<file path="config.mk">
export PLATFORM = sky130hd
export DESIGN_NAME = paged_xlate
export DESIGN_NICKNAME = d
export VERILOG_FILES = /design/src/rtl/pxl_pkg.sv /design/src/rtl/pxl_page_regs.sv /design/src/rtl/pxl_window_decode.sv /design/src/rtl/pxl_addr_compose.sv /design/src/rtl/paged_xlate.sv
export SDC_FILE = /design/constraint.sdc
export NUM_CORES = 1
export LEC_CHECK = 0
export BUFFER_PORTS_ARGS = -buffer_cell sky130_fd_sc_hd__buf_2
export CAP_MARGIN = 30
export CORE_MARGIN = 2
export CORE_UTILIZATION = 43
export CTS_CLUSTER_DIAMETER = 100
export DETAILED_ROUTE_END_ITERATION = 10
export PLACE_DENSITY_LB_ADDON = 0.3
export SETUP_SLACK_MARGIN = 0.1
export SKIP_CTS_REPAIR_TIMING = 1
export SYNTH_ARGS = -nofsm -noshare
export SYNTH_HDL_FRONTEND = slang
export SYNTH_SLANG_ARGS = --single-unit
</file>
<file path="constraint.sdc">
create_clock -name clk -period 2.3 [get_ports clk]
set_input_delay 0.115 -clock clk [delete_from_list [all_inputs] [get_ports clk]]
set_output_delay 0.115 -clock clk [all_outputs]
set_load 0.005 [all_outputs]
</file>
<file path="src/rtl/pxl_pkg.sv">
package pxl_pkg;
  localparam int LADDR_W   = 16;
  localparam int PAGE_W    = 8;
  localparam int RAM_OFS_W = 12;
  localparam int EE_OFS_W  = 10;
  localparam int GADDR_W   = PAGE_W + RAM_OFS_W;
  localparam int REG_AW    = 8;

  typedef enum logic [1:0] {
    TGT_PASS = 2'd0,
    TGT_RAM  = 2'd1,
    TGT_EE   = 2'd2
  } tgt_e;

  // RAM global address: page on top of the 4 KB offset
  function automatic logic [GADDR_W-1:0] ram_global(
    input logic [PAGE_W-1:0] pg, input logic [LADDR_W-1:0] la);
    return {pg, la[RAM_OFS_W-1:0]};
  endfunction

  // EEPROM global address: page on top of the 1 KB offset, zero-extended
  function automatic logic [GADDR_W-1:0] ee_global(
    input logic [PAGE_W-1:0] pg, input logic [LADDR_W-1:0] la);
    return GADDR_W'({pg, la[EE_OFS_W-1:0]});
  endfunction

  function automatic logic [GADDR_W-1:0] pass_global(input logic [LADDR_W-1:0] la);
    return GADDR_W'(la);
  endfunction
endpackage

</file>
<file path="src/rtl/pxl_page_regs.sv">
module pxl_page_regs
  import pxl_pkg::*;
#(
  parameter int NREG = 2,
  parameter logic [NREG*REG_AW-1:0] ADDRS = {8'h17, 8'h16},
  parameter logic [NREG*PAGE_W-1:0] RSTS  = {8'hFE, 8'hFD}
) (
  input  logic                   clk,
  input  logic                   rst_n,
  input  logic                   cpu_wr,
  input  logic [REG_AW-1:0]      cpu_addr,
  input  logic [PAGE_W-1:0]      cpu_wdata,
  input  logic                   m2_wr,
  input  logic [REG_AW-1:0]      m2_addr,
  input  logic [PAGE_W-1:0]      m2_wdata,
  input  logic [REG_AW-1:0]      rd_addr,
  output logic [PAGE_W-1:0]      rd_data,
  output logic [NREG*PAGE_W-1:0] pages,
  output logic [NREG-1:0]        cpu_sel,
  output logic [NREG-1:0]        m2_sel
);
  for (genvar i = 0; i < NREG; i++) begin : g_reg
    localparam logic [REG_AW-1:0] A = ADDRS[i*REG_AW +: REG_AW];
    localparam logic [PAGE_W-1:0] R = RSTS[i*PAGE_W +: PAGE_W];
    logic [PAGE_W-1:0] q;

    assign cpu_sel[i] = cpu_wr && (cpu_addr == A);
    assign m2_sel[i]  = m2_wr && (m2_addr == A);

    // CPU has priority over the second master
    always_ff @(posedge clk) begin
      if (!rst_n)          q <= R;
      else if (cpu_sel[i]) q <= cpu_wdata;
      else if (m2_sel[i])  q <= m2_wdata;
    end

    assign pages[i*PAGE_W +: PAGE_W] = q;
  end

  always_comb begin
    rd_data = '0;
    for (int i = 0; i < NREG; i++)
      if (rd_addr == ADDRS[i*REG_AW +: REG_AW]) rd_data = pages[i*PAGE_W +: PAGE_W];
  end
endmodule

</file>
<file path="src/rtl/pxl_window_decode.sv">
module pxl_window_decode
  import pxl_pkg::*;
#(
  parameter logic [3:0] WIN_TAG   = 4'h1,
  parameter logic [3:0] FIXLO_TAG = 4'h2,
  parameter logic [3:0] FIXHI_TAG = 4'h3,
  parameter logic [5:0] EE_TAG    = 6'b000010
) (
  input  logic [LADDR_W-1:0] loc_addr,
  output logic               in_win,
  output logic               in_flo,
  output logic               in_fhi,
  output logic               in_ee
);
  localparam int RAM_TAG_W = LADDR_W - RAM_OFS_W;
  localparam int EE_TAG_W  = LADDR_W - EE_OFS_W;

  logic [RAM_TAG_W-1:0] ram_tag;
  logic [EE_TAG_W-1:0]  ee_tag;

  assign ram_tag = loc_addr[LADDR_W-1:RAM_OFS_W];
  assign ee_tag  = loc_addr[LADDR_W-1:EE_OFS_W];

  assign in_win = (ram_tag == RAM_TAG_W'(WIN_TAG));
  assign in_flo = (ram_tag == RAM_TAG_W'(FIXLO_TAG));
  assign in_fhi = (ram_tag == RAM_TAG_W'(FIXHI_TAG));
  assign in_ee  = (ee_tag  == EE_TAG_W'(EE_TAG));
endmodule

</file>
<file path="src/rtl/pxl_addr_compose.sv">
module pxl_addr_compose
  import pxl_pkg::*;
#(
  parameter logic [PAGE_W-1:0] FIXLO_PAGE = 8'hFE,
  parameter logic [PAGE_W-1:0] FIXHI_PAGE = 8'hFF
) (
  input  logic [LADDR_W-1:0] loc_addr,
  input  logic               in_win,
  input  logic               in_flo,
  input  logic               in_fhi,
  input  logic               in_ee,
  input  logic [PAGE_W-1:0]  ram_page,
  input  logic [PAGE_W-1:0]  ee_page,
  output logic [GADDR_W-1:0] glob_addr,
  output tgt_e               target,
  output logic               hit
);
  always_comb begin
    glob_addr = pass_global(loc_addr);
    target    = TGT_PASS;
    if (in_win) begin
      glob_addr = ram_global(ram_page, loc_addr);
      target    = TGT_RAM;
    end else if (in_flo) begin
      glob_addr = ram_global(FIXLO_PAGE, loc_addr);
      target    = TGT_RAM;
    end else if (in_fhi) begin
      glob_addr = ram_global(FIXHI_PAGE, loc_addr);
      target    = TGT_RAM;
    end else if (in_ee) begin
      glob_addr = ee_global(ee_page, loc_addr);
      target    = TGT_EE;
    end
  end

  assign hit = (target != TGT_PASS);
endmodule

</file>
<file path="src/rtl/paged_xlate.sv">
module paged_xlate
  import pxl_pkg::*;
#(
  parameter logic [REG_AW-1:0] RAM_REG  = 8'h16,
  parameter logic [REG_AW-1:0] EE_REG   = 8'h17,
  parameter logic [PAGE_W-1:0] RAM_RST  = 8'hFD,
  parameter logic [PAGE_W-1:0] EE_RST   = 8'hFE,
  parameter logic [PAGE_W-1:0] FIXLO_PG = 8'hFE,
  parameter logic [PAGE_W-1:0] FIXHI_PG = 8'hFF
) (
  input  logic                clk,
  input  logic                rst_n,
  input  logic                cpu_wr,
  input  logic [REG_AW-1:0]   cpu_addr,
  input  logic [PAGE_W-1:0]   cpu_wdata,
  input  logic                m2_wr,
  input  logic [REG_AW-1:0]   m2_addr,
  input  logic [PAGE_W-1:0]   m2_wdata,
  input  logic [REG_AW-1:0]   rd_addr,
  output logic [PAGE_W-1:0]   rd_data,
  input  logic [LADDR_W-1:0]  loc_addr,
  output logic [GADDR_W-1:0]  glob_addr,
  output logic [1:0]          target,
  output logic                hit
);
  localparam int NREG = 2;

  logic [NREG*PAGE_W-1:0] pages;
  logic [NREG-1:0]        cpu_sel, m2_sel;
  logic [PAGE_W-1:0]      ram_page, ee_page;
  logic                   in_win, in_flo, in_fhi, in_ee;
  tgt_e                   tgt;

  pxl_page_regs #(
    .NREG (NREG),
    .ADDRS({EE_REG, RAM_REG}),
    .RSTS ({EE_RST, RAM_RST})
  ) u_regs (
    .clk      (clk),
    .rst_n    (rst_n),
    .cpu_wr   (cpu_wr),
    .cpu_addr (cpu_addr),
    .cpu_wdata(cpu_wdata),
    .m2_wr    (m2_wr),
    .m2_addr  (m2_addr),
    .m2_wdata (m2_wdata),
    .rd_addr  (rd_addr),
    .rd_data  (rd_data),
    .pages    (pages),
    .cpu_sel  (cpu_sel),
    .m2_sel   (m2_sel)
  );

  assign ram_page = pages[0 +: PAGE_W];
  assign ee_page  = pages[PAGE_W +: PAGE_W];

  pxl_window_decode u_dec (
    .loc_addr(loc_addr),
    .in_win  (in_win),
    .in_flo  (in_flo),
    .in_fhi  (in_fhi),
    .in_ee   (in_ee)
  );

  pxl_addr_compose #(
    .FIXLO_PAGE(FIXLO_PG),
    .FIXHI_PAGE(FIXHI_PG)
  ) u_cmp (
    .loc_addr (loc_addr),
    .in_win   (in_win),
    .in_flo   (in_flo),
    .in_fhi   (in_fhi),
    .in_ee    (in_ee),
    .ram_page (ram_page),
    .ee_page  (ee_page),
    .glob_addr(glob_addr),
    .target   (tgt),
    .hit      (hit)
  );

  assign target = tgt;
endmodule

</file>
After elaboration in Yosys (flattened, before gate mapping):

Cells that the tools add are included.

* bits in registers: 16
* output and inout bits: 31
* logic and storage cells: 33

* equality and inequality tests: 10
* muxes and demuxes: 14
* reduce and logical (&&, ||, !) cells: 7

Operators by type and width (count)
* two-way mux 20 bit: 3
* == test 8 x 5 -> 1 bit (second input constant): 6
* two-way mux 8 bit: 6
* two-way mux 18 bit: 1
* == test 4 x 2 -> 1 bit (second input constant): 2
* two-way mux 2 bit: 4
* == test 6 x 2 -> 1 bit (second input constant): 1
* nonzero test 2 bit: 3
* == test 4 x 1 -> 1 bit (second input constant): 1
* logical AND 1 bit: 4

Longest topological paths before layout:

Gate-level depths: netlist (run 1).

* depth after elaboration: 6
* mapped depth: 5

Hierarchy:

A second synthesis (run 1) with hierarchy kept.

* cells, all modules: 151
* area, all modules: 1300.0 sq um

Modules (own cells, without submodules)
* pxl_page_regs: instances 1, cells each 108, area each 958.4 sq um
* pxl_addr_compose: instances 1, cells each 37, area each 299.0 sq um
* pxl_window_decode: instances 1, cells each 6, area each 42.5 sq um

Worst setup path after synthesis (run 1):

No wires, ideal clock.

* kind: input to output
* start point: input port loc_addr[13]
* end point: output port glob_addr[14]
* data arrival time: 1.247 ns
* setup slack: 0.938 ns
* cell stages on the path: 4
* cell sequence: or3_4 -> nor4b_4 -> a221oi_1 -> o21bai_1

* word-level cells in the longest chain between the ends: 5

RTL lines
* from (decl): line paged_xlate.sv:21 `input logic [LADDR_W-1:0] loc_addr,`
* == test 6 x 2 -> 1 bit: line pxl_window_decode.sv:27 `assign in_ee = (ee_tag == EE_TAG_W'(EE_TAG));`
* two-way mux 18 bit: line pxl_addr_compose.sv:30 `end else if (in_ee) begin`
* two-way mux 20 bit: line pxl_addr_compose.sv:27 `end else if (in_fhi) begin`
* two-way mux 20 bit: line pxl_addr_compose.sv:24 `end else if (in_flo) begin`
* two-way mux 20 bit (*): line pxl_addr_compose.sv:21 `if (in_win) begin`
* to (decl): line paged_xlate.sv:22 `output logic [GADDR_W-1:0] glob_addr,`

Every way passes the cells marked *; elsewhere a longest branch is shown, timed or not.

Final worst setup path (run 1):

Ends and elaborated chain as after synthesis.

==> run_results.csv, run 1 <==
group,metric,value,unit
detailed_routing,wl_per_cell,14.3,um
detailed_routing,vias,1425,
sta,worst_slew_pin_slew,0.722,ns
worst_setup_path,end_kind,"output port",
logic_synthesis,seq_area_frac_synth,0.271,
logic_synthesis,syn_nets,210,
global_route,grt_max_degree,18,
logic_synthesis,synth_flop_cell,"dfxtp_1",
floorplanning,row_count,19,
placed_design,placedInstanceArea,0.00148,mm2
finish,fin_area,0.00150,mm2
sta,rsz0062_at_grt,"false",
logic_synthesis,synth_compound_area_frac,0.316,
detailed_routing,wl,3.44,mm
global_route,antenna_found_initial,0,
finish,fin_util,0.560,
worst_setup_path,worstSetupPathType,"primary input to output port",
clock_tree,worstSkewPairLatency,0.30,ns
logic_synthesis,synth_top_family_by_area,"compound AO/OA/AOI/OAI gates",
detailed_routing,firstDrtPassIters,4,
floorplanning,die_h,56.4,um
finish,drive_gt1_frac,0.388,
sta,finalSetupViolCount,0,
detailed_routing,viasPerCell,5.94,
detailed_routing,met2_length,1.60,mm
logic_synthesis,synthAdderAreaFrac,0,
placed_design,place_congestion,0.914,
worst_setup_path,cp-start-kind,"primary input",
global_route,track_usage,0.211,
detailed_routing,wl_met3,337,um
logic_synthesis,yosys_warnings,0,
clock_tree,clkTransAtPathRegs,0.09,ns
power_and_ir_drop,ir_drop,0.240,mV
worst_setup_path,crit_required,2.18,ns
placed_design,dp_hpwl,2.67,mm
sta,slew_headroom,0.518,
logic_synthesis,yosys.area.top_type,"dfxtp_1",
logic_synthesis,synth-simple-area-share,0.307,
finish,final_common_cell,"buf_2",
worst_hold_path,hold_path_class,"primary input to flip-flop",
global_route,grt_pass1_vias,1309,
power_and_ir_drop,power_density,361,mW/mm2
detailed_routing,m1WireLength,1.40,mm
sta,final-hold-violation-count,0,
logic_synthesis,ys_seq_elements,16,
detailed_routing,ant_nets,0,
finish,final_cell_mix,"70 x buf_2, 20 x nor2_1, 16 x o21ai_0, 16 x dfxtp_1, 15 x a221oi_1",
logic_synthesis,synth_area_leaders,"dfxtp_1 27%, a221oi_1 11%, o21ai_0 6.8%, buf_4 6.3%, nor2_1 6.3%",
floorplanning,io_pins,91,
detailed_routing,route.detailed.drc,0,
worst_hold_path,min_path_cells,3,
logic_synthesis,synth_cells,150,
finish,fin_nets,271,
finish,final_cells,240,
clock_tree,cts.sinks,16,
clock_tree,cts_tree,"yes",
placed_design,pre_cts_ws,0.579,ns
finish,area.growth.synth_to_final,27.2,%
detailed_routing,highest_layer,"met4",
sta,tns,0,ns
power_and_ir_drop,leakagePower,0.000734,uW
logic_synthesis,synth_xor_xnor_area_share,0,
finish,largest_register,"u_regs.g.q",
sta,slew_viol_final,0,
floorplanning,initial_core_util,0.440,
logic_synthesis,synth.area.mux_share,0.0169,
clock_tree,root_buffer,"clkbuf_4",
clock_tree,htree_num_levels,1,
worst_setup_path,ff2ff_path_depth,2,
sta,finalCritPeriodShare,0.748,
sta,fin_crit,1.72,ns
logic_synthesis,synth.distinct_cells,34,
logic_synthesis,synth_edf_count,0,
finish,reg_top3,"u_regs.g.q (16)",
finish,antennaDiodeCount,0,
flow_run,maxCapViolations,0,
global_route,grt_pass1_wl,5.46,mm
logic_synthesis,synth_area,0.00118,mm2
worst_setup_path,cp_max_fo,10,
worst_setup_path,arrival,1.60,ns
clock_tree,cts_buffer_depth,2,
sta,setup_slack,0.581,ns
detailed_routing,drt-initial-drc-count,62,
floorplanning,core,0.00269,mm2
logic_synthesis,synth_top_cell_area_share,0.271,
sta,clock_skew,0,ns
logic_synthesis,ys_async_sr_fraction,0,
floorplanning,die_area,0.00318,mm2
global_route,overflow,0,
sta,fmax,0.582,GHz
placed_design,dp_cells,237,
floorplanning,die_w,56.4,um
finish,largest_reg_flops,16,
clock_tree,cts_buffers,3,
status,status,"complete, no violations",
placed_design,io_buffers,70,
logic_synthesis,avgSynthCellArea,7.88,um2
metal layers:
metal	GRT usage	vias up
li1	-	680
met1	0.235	646
met4	0.126	0
met3	0.0369	13
met2	0.369	86
met5	0	-
worst max-delay path, cell delays in order:
cell,delay [ns]
buf_2,0.14
or3_4,0.41
nor4b_4,0.51
a221oi_1,0.15
o21bai_1,0.15
buf_2,0.13
final timing paths:
check | startpoint | to | slack [ns]
worst min-delay path | cpu_wdata[4] | u_regs.g_reg[0].q[4] | 0.08
worst max-delay path | loc_addr[13] | glob_addr[14] | 0.58
worst max register to register | u_regs.g_reg[1].q[5] | u_regs.g_reg[1].q[5] | 1.39
worst min register to register | u_regs.g_reg[0].q[1] | u_regs.g_reg[0].q[1] | 0.60
report_power, final:
group | internal [uW] | leakage [uW] | switching, uW
combinational | 60.2 | 0.000591 | 50.9
sequential | 278 | 0.000129 | 0.941
clock | 61.1 | 0.0000138 | 92.6
Yosys cell counts (all sizes together) (3+ instances only):
cell / n
o21ai: 18
dfxtp: 16
nor2b: 7
a21oi: 6
a22o: 8
buf: 10
nand3: 3
a221oi: 15
nand2: 6
and2: 7
nor3: 4
clkbuf: 4
inv: 4
nor2: 20
area by class of cell:
cell class              instances  area [um2]
fillers                       241        1180
multi-input cells             116         757
repair buffers                 70         350
flip-flops and latches         16         320
well taps                      31        38.8
clock buffers                   3        22.5
inverters                       4        15.0
stage by stage:
| step | hold slack, ns | power, uW |
|---|---|---|
| after floorplan | 0.191 | 343 |
| after global placement | 0.230 | 392 |
| after detailed placement | 0.230 | 396 |
| after CTS | 0.0967 | 536 |
| after global routing | 0.110 | 556 |
| final | 0.0848 | 544 |
kinds of logic after synthesis:
| family | count (synthesis) |
|---|---|
| mux | 2 |
| compound gates | 54 |
| simple gates | 60 |
| buf+inv | 18 |
| flops | 16 |
Power figures use the tool's default switching activity.
==> inputs of run 2 (changes only) <==
Settings changed: ABC_AREA set to 1, CORE_UTILIZATION 43 to 44.
Clock period 2.3 ns to 1.8 ns, I/O delays scaled along.
==> run 2 against run 1 <==
Core utilization fell by 0.23 points. Sequential power is 28% higher. Clock power grew 54%. Area after synthesis grew 29%. Highest routed layer unchanged.
==> run_results.csv, run 2 <==
group,metric,value,unit
status,status,"complete, no violations",
detailed_routing,drt-initial-drc-count,107,
worst_setup_path,end_kind,"output port",
sta,worst_slew_pin_slew,0.492,ns
sta,fin_hold_ws,0.0351,ns
finish,largest_register,"u_regs.g.q",
clock_tree,cts.sinks,16,
sta,slew_viol_final,0,
logic_synthesis,yosys_warnings,0,
power_and_ir_drop,clkPwrFrac,0.312,
worst_setup_path,arrival,1.19,ns
logic_synthesis,yosys.area.top_type,"dfxtp_1",
logic_synthesis,yosysMostFrequentCell,"nand2_1",
worst_setup_path,ff2ff_path_depth,4,
placed_design,dp_hpwl,2.95,mm
sta,finalSetupViolCount,0,
worst_setup_path,slowest_delay,0.41,ns
logic_synthesis,synth_area,0.00152,mm2
finish,area.growth.synth_to_final,22.2,%
finish,fin_area,0.00186,mm2
logic_synthesis,synth.distinct_cells,25,
placed_design,pre_cts_ws,0.497,ns
power_and_ir_drop,switching_share,0.270,
logic_synthesis,syn_nets,323,
placed_design,io_buffers,70,
detailed_routing,ant_nets,0,
global_route,overflow,0,
finish,final_common_cell,"nand2_1",
floorplanning,io_pins,91,
clock_tree,worstSkewPairLatency,0.29,ns
logic_synthesis,synth_edf_count,0,
worst_setup_path,crit_required,1.71,ns
power_and_ir_drop,ir_drop,0.130,mV
sta,tns,0,ns
power_and_ir_drop,p_int,557,uW
finish,reg_top3,"u_regs.g.q (16)",
placed_design,placedInstanceArea,0.00182,mm2
detailed_routing,viasPerCell,4.61,
global_route,grt_pass1_wl,6.13,mm
power_and_ir_drop,power_density,410,mW/mm2
floorplanning,core,0.00334,mm2
worst_hold_path,hold_path_class,"primary input to flip-flop",
logic_synthesis,synth_xor_xnor_area_share,0,
logic_synthesis,ys_seq_elements,16,
sta,slew_headroom,0.670,
sta,fmax,0.779,GHz
worst_setup_path,cp-start-kind,"primary input",
worst_setup_path,cp_max_fo,6,
detailed_routing,firstDrtPassIters,4,
detailed_routing,wl,3.55,mm
finish,final_cell_mix,"75 x nand2_1, 70 x buf_2, 52 x inv_1, 40 x nand3_1, 20 x nor2_1",
sta,fin_crit,1.28,ns
clock_tree,cts_buffer_depth,2,
power_and_ir_drop,leakagePower,0.00119,uW
sta,final-hold-violation-count,0,
sta,setup_slack,0.517,ns
sta,clock_skew,0,ns
worst_setup_path,crit_path_frequent_cell,"buf_2",
floorplanning,row_count,21,
global_route,grt_max_degree,19,
logic_synthesis,synth_cells,263,
logic_synthesis,synth.area.mux_share,0,
global_route,antenna_found_initial,0,
power_and_ir_drop,p_sw,205,uW
sta,finalCritPeriodShare,0.713,
logic_synthesis,ys_async_sr_fraction,0,
logic_synthesis,synth_compound_area_frac,0.0715,
detailed_routing,vias,1706,
floorplanning,die_w,62.8,um
finish,largest_reg_flops,16,
logic_synthesis,synth_top_family_by_area,"simple AND/OR/NAND/NOR gates",
placed_design,place_congestion,0.813,
logic_synthesis,synthAdderAreaFrac,0,
detailed_routing,wl_per_cell,9.60,um
finish,antennaDiodeCount,0,
clock_tree,cts_tree,"yes",
finish,fin_nets,385,
power_and_ir_drop,power_frac_seq,0.468,
floorplanning,die_h,62.8,um
sta,rsz0062_at_grt,"false",
logic_synthesis,synth_flop_cell,"dfxtp_1",
worst_hold_path,min_path_cells,3,
clock_tree,htree_num_levels,1,
logic_synthesis,synth-simple-area-share,0.508,
logic_synthesis,synthTopCellsByCount,"75 x nand2_1, 52 x inv_1, 40 x nand3_1",
logic_synthesis,seq_area_frac_synth,0.210,
worst_setup_path,worstSetupPathType,"primary input to output port",
finish,drive_gt1_frac,0.309,
floorplanning,die_area,0.00395,mm2
worst_setup_path,path_cells,"buf_2 -> nor4_2 -> nand2_1 -> o21ai_0 -> buf_2",
logic_synthesis,avgSynthCellArea,5.79,um2
global_route,grt_pass1_vias,1462,
power_and_ir_drop,comb_power_share,0.220,
clock_tree,root_buffer,"clkbuf_4",
logic_synthesis,synth_top_cell_area_share,0.210,
detailed_routing,route.detailed.drc,0,
floorplanning,initial_core_util,0.456,
logic_synthesis,synth_area_leaders,"dfxtp_1 21%, nand2_1 18%, nand3_1 13%, inv_1 13%, buf_4 4.9%",
clock_tree,cts_buffers,3,
global_route,track_usage,0.186,
clock_tree,clkTransAtPathRegs,0.09,ns
worst_setup_path,critPathSlowestCell,"nor4_2",
flow_run,maxCapViolations,0,
finish,fin_util,0.558,
[run 2: changes by cell type in the layout (fill, tap and decap cells not counted), moves of 8 or more]
| cell | change |
|---|---|
| inv_1 | +48 |
| a221oi_1 | -15 |
| nand2_1 | +69 |
| a22o_1 | -8 |
| nor2_2 | +8 |
| nand3_1 | +37 |
| o21ai_0 | -10 |
[run 2: final timing paths]
kind,end,start,slack [ns]
max reg2reg,u_regs.g_reg[1].q[0],u_regs.g_reg[1].q[0],1.09
min,u_regs.g_reg[1].q[6],cpu_wdata[6],0.04
min reg2reg,u_regs.g_reg[0].q[6],u_regs.g_reg[0].q[6],0.52
max,rd_data[3],rd_addr[3],0.52
[run 2: worst max-delay path, delay by kind of cell]
family / cells / cell delay, ns
compound gates: 1 / 0.21
simple gates: 2 / 0.64
buf+inv: 2 / 0.25
[run 2: area by class of cell]
type	count	area [um2]
clock buffers	4	36.3
inverters	55	206
well taps	46	57.6
multi-input cells	178	882
flip-flops and latches	16	320
fillers	373	1480
repair buffers	71	358
[run 2: power by group through the flow]
stage	combinational (uW)	clock [uW]	sequential, uW
6_report	168	237	357
5_1_grt	193	253	357
4_1_cts	169	239	357
3_5_place_dp	169	0	365
3_3_place_gp	167	0	365
2_1_floorplan	102	0	364
[run 2: cells by family after synthesis]
family | count (synthesis)
buffers and inverters | 69
AO/OA/AOI/OAI | 20
flip-flops | 16
AND/OR/NAND/NOR | 158
[run 2: per-stage QoR]
step,total power [uW],instances
6_report,762,370
2_1_floorplan,466,263
4_1_cts,764,370
3_5_place_dp,534,366
3_3_place_gp,531,366
5_1_grt,802,370
[run 2: routing by layer]
layer	GRT usage	routed length, um	share of wire	up-vias
met1	0.238	1620	0.46	711
met2	0.320	1620	0.45	72
met3	0.0252	290	0.082	4
met5	0	0	0	-
li1	-	-	-	919
met4	0.0639	27	0.0076	0
